<file path="src/rtl/bist_inc_pkg.sv">
package bist_inc_pkg;
  typedef enum logic {
    TRK_SEEK  = 1'b0,
    TRK_TRACK = 1'b1
  } trk_state_e;
endpackage

</file>
<file path="src/rtl/bist_inc_gen.sv">
module bist_inc_gen #(
  parameter int unsigned DATA_W = 8
) (
  input  logic              clk_i,
  input  logic              rst_ni,
  output logic [DATA_W-1:0] data_o,
  output logic              valid_o
);
  logic [DATA_W-1:0] data_q;
  logic              valid_q;

  // first cycle out of reset sends 0, then counts
  always_ff @(posedge clk_i or negedge rst_ni) begin
    if (!rst_ni) begin
      data_q  <= '0;
      valid_q <= 1'b0;
    end else if (!valid_q) begin
      valid_q <= 1'b1;
    end else begin
      data_q <= data_q + 1'b1;
    end
  end

  assign data_o  = data_q;
  assign valid_o = valid_q;
endmodule

</file>
<file path="src/rtl/bist_inc_trk.sv">
module bist_inc_trk
  import bist_inc_pkg::*;
#(
  parameter int unsigned DATA_W = 8
) (
  input  logic              clk_i,
  input  logic              rst_ni,
  input  logic [DATA_W-1:0] data_i,
  input  logic              valid_i,
  input  logic              hold_i,
  output logic              last_o,
  output logic              miss_o
);
  localparam logic [DATA_W-1:0] TOP_VAL = {DATA_W{1'b1}};

  trk_state_e        state_q, state_d;
  logic [DATA_W-1:0] exp_q, exp_d;
  logic              take, hit;

  assign take = valid_i && !hold_i;

  always_comb begin
    state_d = state_q;
    exp_d   = exp_q;
    hit     = 1'b0;
    miss_o  = 1'b0;
    if (take) begin
      unique case (state_q)
        TRK_SEEK: begin
          if (data_i == '0) begin
            hit     = 1'b1;
            state_d = TRK_TRACK;
            exp_d   = data_i + 1'b1;
          end
        end
        TRK_TRACK: begin
          if (data_i == exp_q) begin
            hit   = 1'b1;
            exp_d = exp_q + 1'b1;
          end else begin
            miss_o = 1'b1;
          end
        end
        default: state_d = TRK_SEEK;
      endcase
    end
  end

  // locked at 0, so the top value marks the last of a full wrap
  assign last_o = hit && (data_i == TOP_VAL);

  always_ff @(posedge clk_i or negedge rst_ni) begin
    if (!rst_ni) begin
      state_q <= TRK_SEEK;
      exp_q   <= '0;
    end else begin
      state_q <= state_d;
      exp_q   <= exp_d;
    end
  end
endmodule

</file>
<file path="src/rtl/bist_inc_flags.sv">
module bist_inc_flags (
  input  logic clk_i,
  input  logic rst_ni,
  input  logic last_i,
  input  logic miss_i,
  output logic done_o,
  output logic err_o
);
  logic done_q, err_q;

  always_ff @(posedge clk_i or negedge rst_ni) begin
    if (!rst_ni) begin
      done_q <= 1'b0;
      err_q  <= 1'b0;
    end else if (!done_q) begin
      done_q <= last_i || miss_i;
      err_q  <= miss_i;
    end
  end

  assign done_o = done_q;
  assign err_o  = err_q;
endmodule

</file>
<file path="src/rtl/bist_inc_top.sv">
module bist_inc_top #(
  parameter int unsigned DATA_W = 8
) (
  input  logic              clk_i,
  input  logic              tx_rst_ni,
  input  logic              rx_rst_ni,
  output logic [DATA_W-1:0] tx_data_o,
  output logic              tx_valid_o,
  input  logic [DATA_W-1:0] rx_data_i,
  input  logic              rx_valid_i,
  output logic              rx_done_o,
  output logic              rx_err_o
);
  logic last, miss;

  bist_inc_gen #(.DATA_W(DATA_W)) u_gen (
    .clk_i   (clk_i),
    .rst_ni  (tx_rst_ni),
    .data_o  (tx_data_o),
    .valid_o (tx_valid_o)
  );

  bist_inc_trk #(.DATA_W(DATA_W)) u_trk (
    .clk_i   (clk_i),
    .rst_ni  (rx_rst_ni),
    .data_i  (rx_data_i),
    .valid_i (rx_valid_i),
    .hold_i  (rx_done_o),
    .last_o  (last),
    .miss_o  (miss)
  );

  bist_inc_flags u_flags (
    .clk_i  (clk_i),
    .rst_ni (rx_rst_ni),
    .last_i (last),
    .miss_i (miss),
    .done_o (rx_done_o),
    .err_o  (rx_err_o)
  );
endmodule

</file>
<file path="config.mk">
export PLATFORM = sky130hd
export DESIGN_NAME = bist_inc_top
export DESIGN_NICKNAME = d
export VERILOG_FILES = /design/src/rtl/bist_inc_pkg.sv /design/src/rtl/bist_inc_gen.sv /design/src/rtl/bist_inc_trk.sv /design/src/rtl/bist_inc_flags.sv /design/src/rtl/bist_inc_top.sv
export SDC_FILE = /design/constraint.sdc
export NUM_CORES = 1
export LEC_CHECK = 0
export BUFFER_PORTS_ARGS = -buffer_cell sky130_fd_sc_hd__buf_2
export CORE_AREA = 4 4 54 56
export DETAILED_ROUTE_END_ITERATION = 6
export DIE_AREA = 0 0 58 60
export PLACE_DENSITY_LB_ADDON = 0.25
export SLEW_MARGIN = 20
export SYNTH_ARGS = -nofsm -noshare
export SYNTH_HDL_FRONTEND = slang
export SYNTH_SLANG_ARGS = --single-unit
</file>
<file path="constraint.sdc">
create_clock -name clk_i -period 1.87 [get_ports clk_i]
set_input_delay 0.187 -clock clk_i [delete_from_list [all_inputs] [get_ports clk_i]]
set_output_delay 0.187 -clock clk_i [all_outputs]
set_load 0.05 [all_outputs]
</file>
==> results by group <==
Timing
  • Fin crit share: between 90% and 100%
  • Final Max Tran Viols: 0
  • F_max: ~0.55 GHz
  • Crit path time final: around 1.8 ns
  • Clock skew: around 0.0028 ns
  • RSZ-0062 raised after global routing: true
  • # setup viols final: 0
  • Hold Fails Final Rpt: 0

Final layout
  • Post-Route Utilization: 60.4%
  • Area grow syn2layout: 28.6%
  • Share of cells above drive strength 1: a little over a third
  • Multi-input gate area: between 600 and 700 µm²
  • Sequential cell area: 500 µm²
  • Fin nets: between 150 and 200
  • # fillers: 206
  • Design area: 1470 µm²
  • Antenna cells: 0

Routing
  • WL/cell: 14.4 µm
  • Drt pass-1 iters: 4
  • Detail Route met3 WL: around 60 µm
  • Antenna Violating Nets Remaining: 0
  • Met2 WL post-DR: 1250 µm
  • Max layer used: met4
  • Met1 Routed Length: between 1000 and 1500 µm
  • Final WL: 2600 µm
  • Vias per cell: roughly 5.4
  • Via Count: ~980
  • DR iter-0 viols: 21
  • Remaining routing DRC violations: 0

Status
  • Status: finished, final reports clean

Critical path
  • WP data arrival: slightly above 2 ns
  • Required @ worst endpoint: about 2.1 ns
  • Type of the worst setup path: flop to flop
  • Worst Setup End Kind: flop
  • Crit path max fanout: 8
  • Startpoint Class: flop

Power and ir drop
  • Worst IR drop on VDD: between 1000 and 1500 µV
  • Final Total Pwr: about 0.0018 W
  • P_leak: 0.706 nW
  • PwrDens: approximately 1300 nW/µm²

Global routing
  • Vias in the first global route: between 900 and 1000
  • GRT overflow: 0
  • Global Route Usage Sum: 15.8%
  • Global-route wire length before repair: 4200 µm
  • Pin count of the biggest net entering global routing: 19
  • Initial antenna violation count: 0

Synth
  • Post-synthesis cell type count: 38
  • Mapped cell area: ~1100 µm²
  • Largest family of logic cells by synthesized area: simple AND/OR/NAND/NOR gates
  • Syn Inst Count: about 110
  • Yosys warns: 0
  • Mapped Nets: 125
  • Synthesis-stage register bit count: 20
  • Compound-gate portion of the synthesized area: between 10% and 20%
  • Synth top area share: between 40% and 50%
  • EDFF count, synth: 0
  • Most common library cells after synthesis: dfrtp_1 (20), xor2_1 (11), nand3_1 (8)
  • Synth Area in XOR/XNOR: ~12%
  • Area leader, netlist: dfrtp_1
  • Top-count cell post-synth: dfrtp_1
  • Async set-reset flop share out of synthesis: 100%
  • Simple-Gate Fraction of Synth Area: between 20% and 30%
  • Post-synthesis adder-cell area fraction: under 10%
  • Top post-synthesis cells by area: dfrtp_1 (44%), xor2_1 (8.4%), mux2_2 (4.9%), nand3_1 (3.5%), xnor2_1 (3.1%)
  • Synth Flop Type: dfrtp_1
  • Post-synthesis sequential area ratio: 43.8%
  • Post-synthesis mux area share: approximately 6.7%
  • Post-Syn Area per Cell: between 10 and 15 µm²

Floorplan
  • Core Box Area: approximately 2400 µm²
  • Die Span X: between 50 and 60 µm
  • Die ar.: ~3500 µm²
  • FP Rows: 18
  • Die height: roughly 60 µm
  • IO Count: 23
  • Starting Density: roughly 47%

Place
  • DP Wirelength: 1950 µm
  • Port Buffers: 22
  • Dpl cell area: about 1400 µm²
  • Global placement routability congestion: ~0.83

Clock network
  • Number of buffers created by CTS: 3
  • Clock-pin transition on the worst setup and hold timing paths: roughly 0.12 ns
  • Root Buffer: clkbuf_4
  • CTS tree: yes
  • Clk_lat worst skew: just under 0.3 ns
  • Clock Sinks: 20
  • CTS Buffer Depth: 2
  • H-tree levels: 1

Worst hold path
  • Worst hold path class: input pin to flop

Flow run
  • Max-cap violations: 0
-- final cells by class --
class                           count  area share (%)
Clock inverter                      1            2.04
Tap cell                           30            2.56
Sequential cell                    20            34.1
Timing Repair Buffer               37            15.5
Multi-Input combinational cell     85            43.3
Inverter                            4            1.02
Clock buffer                        3            1.53
-- critical path: stages (launching register included) --
cell	delay, ns
dfrtp_1	0.43
xor2_1	0.16
nor4_2	0.35
nand2_2	0.18
or4_4	0.57
nand3_2	0.08
-- per-stage QoR --
step	hold slack, ns	setup TNS [ns]	setup slack, ns	instances
detailed placement	0.0455	0	0.0608	172
finish	0.161	0	0.0545	180
global placement	0.0430	0	0.0959	172
CTS	0.151	0	0.0356	178
floorplan	-0.109	0	0.0158	111
global route	0.147	-0.333	-0.116	180
-- final timing paths --
kind | from | endpoint | slack (ns) | cells past startpoint
worst min-delay path | rx_valid_i | u_flags.done_o | 0.16 | 3
worst min register to register | u_gen.data_o[7] | u_gen.data_o[7] | 0.48 | 1
min in group asynchronous | tx_rst_ni | u_gen.data_o[1] | 0.25 | 2
worst max-delay path | u_trk.exp_q[6] | u_trk.exp_q[6] | 0.05 | 5
worst max register to register | u_trk.exp_q[6] | u_trk.exp_q[6] | 0.05 | 5
max in group asynchronous | rx_rst_ni | u_trk.exp_q[1] | 1.40 | 2
-- timing repair --
| item | in CTS | in global routing |
|---|---|---|
| hold endpoints to repair | 20 | 0 |
| setup endpoints to repair | 0 | 6 |
| resized for setup | 0 | 4 |
| buffers inserted | 0 | 2 |
| hold buffers | 2 | 0 |
-- sequential cells by signal, summed over array words and instances, names as in the netlist --
name / flops
u_gen.data_o: 8
u_trk.exp_q: 8
u_flags.done_o: 1
u_flags.err_o: 1
u_gen.valid_o: 1
u_trk.state_q: 1
-- where the power goes --
group	switching, W	total, W	internal, W
registers	0.000137	0.000696	0.000560
logic	0.000519	0.000788	0.000269
clock network	0.000139	0.000356	0.000216
-- layout by cell type, fill, tap and decap left out, drive strengths merged, types with 2 or more instances in the layout --
master,synthesis,final
mux2,5,5
nor4,5,5
and3,3,3
mux2i,2,2
a31oi,2,2
nand2,7,7
nand4,5,5
o21ai,3,3
buf,0,35
o211ai,2,2
and2,4,4
xor2,11,11
inv,4,4
or3,2,2
ha,2,2
nor2,3,3
xnor2,4,4
dlygate4sd3,0,2
clkbuf,2,3
o31ai,2,2
dfrtp,20,20
nand3,8,8
-- logic make-up after synthesis --
| group | after synthesis |
|---|---|
| simple gates | 43 |
| flops | 20 |
| compound gates | 17 |
| xor+xnor | 15 |
| mux | 7 |
| buf+inv | 6 |
| fa+ha+maj | 2 |
| other cells | 1 |
-- routing by layer --
metal  GRT usage (%)  vias up
met4            4.97        0
met1            21.9      476
met3            2.38        2
li1                -      490
met5               0        -
met2            25.3        9
Power figures use the tool's default switching activity.
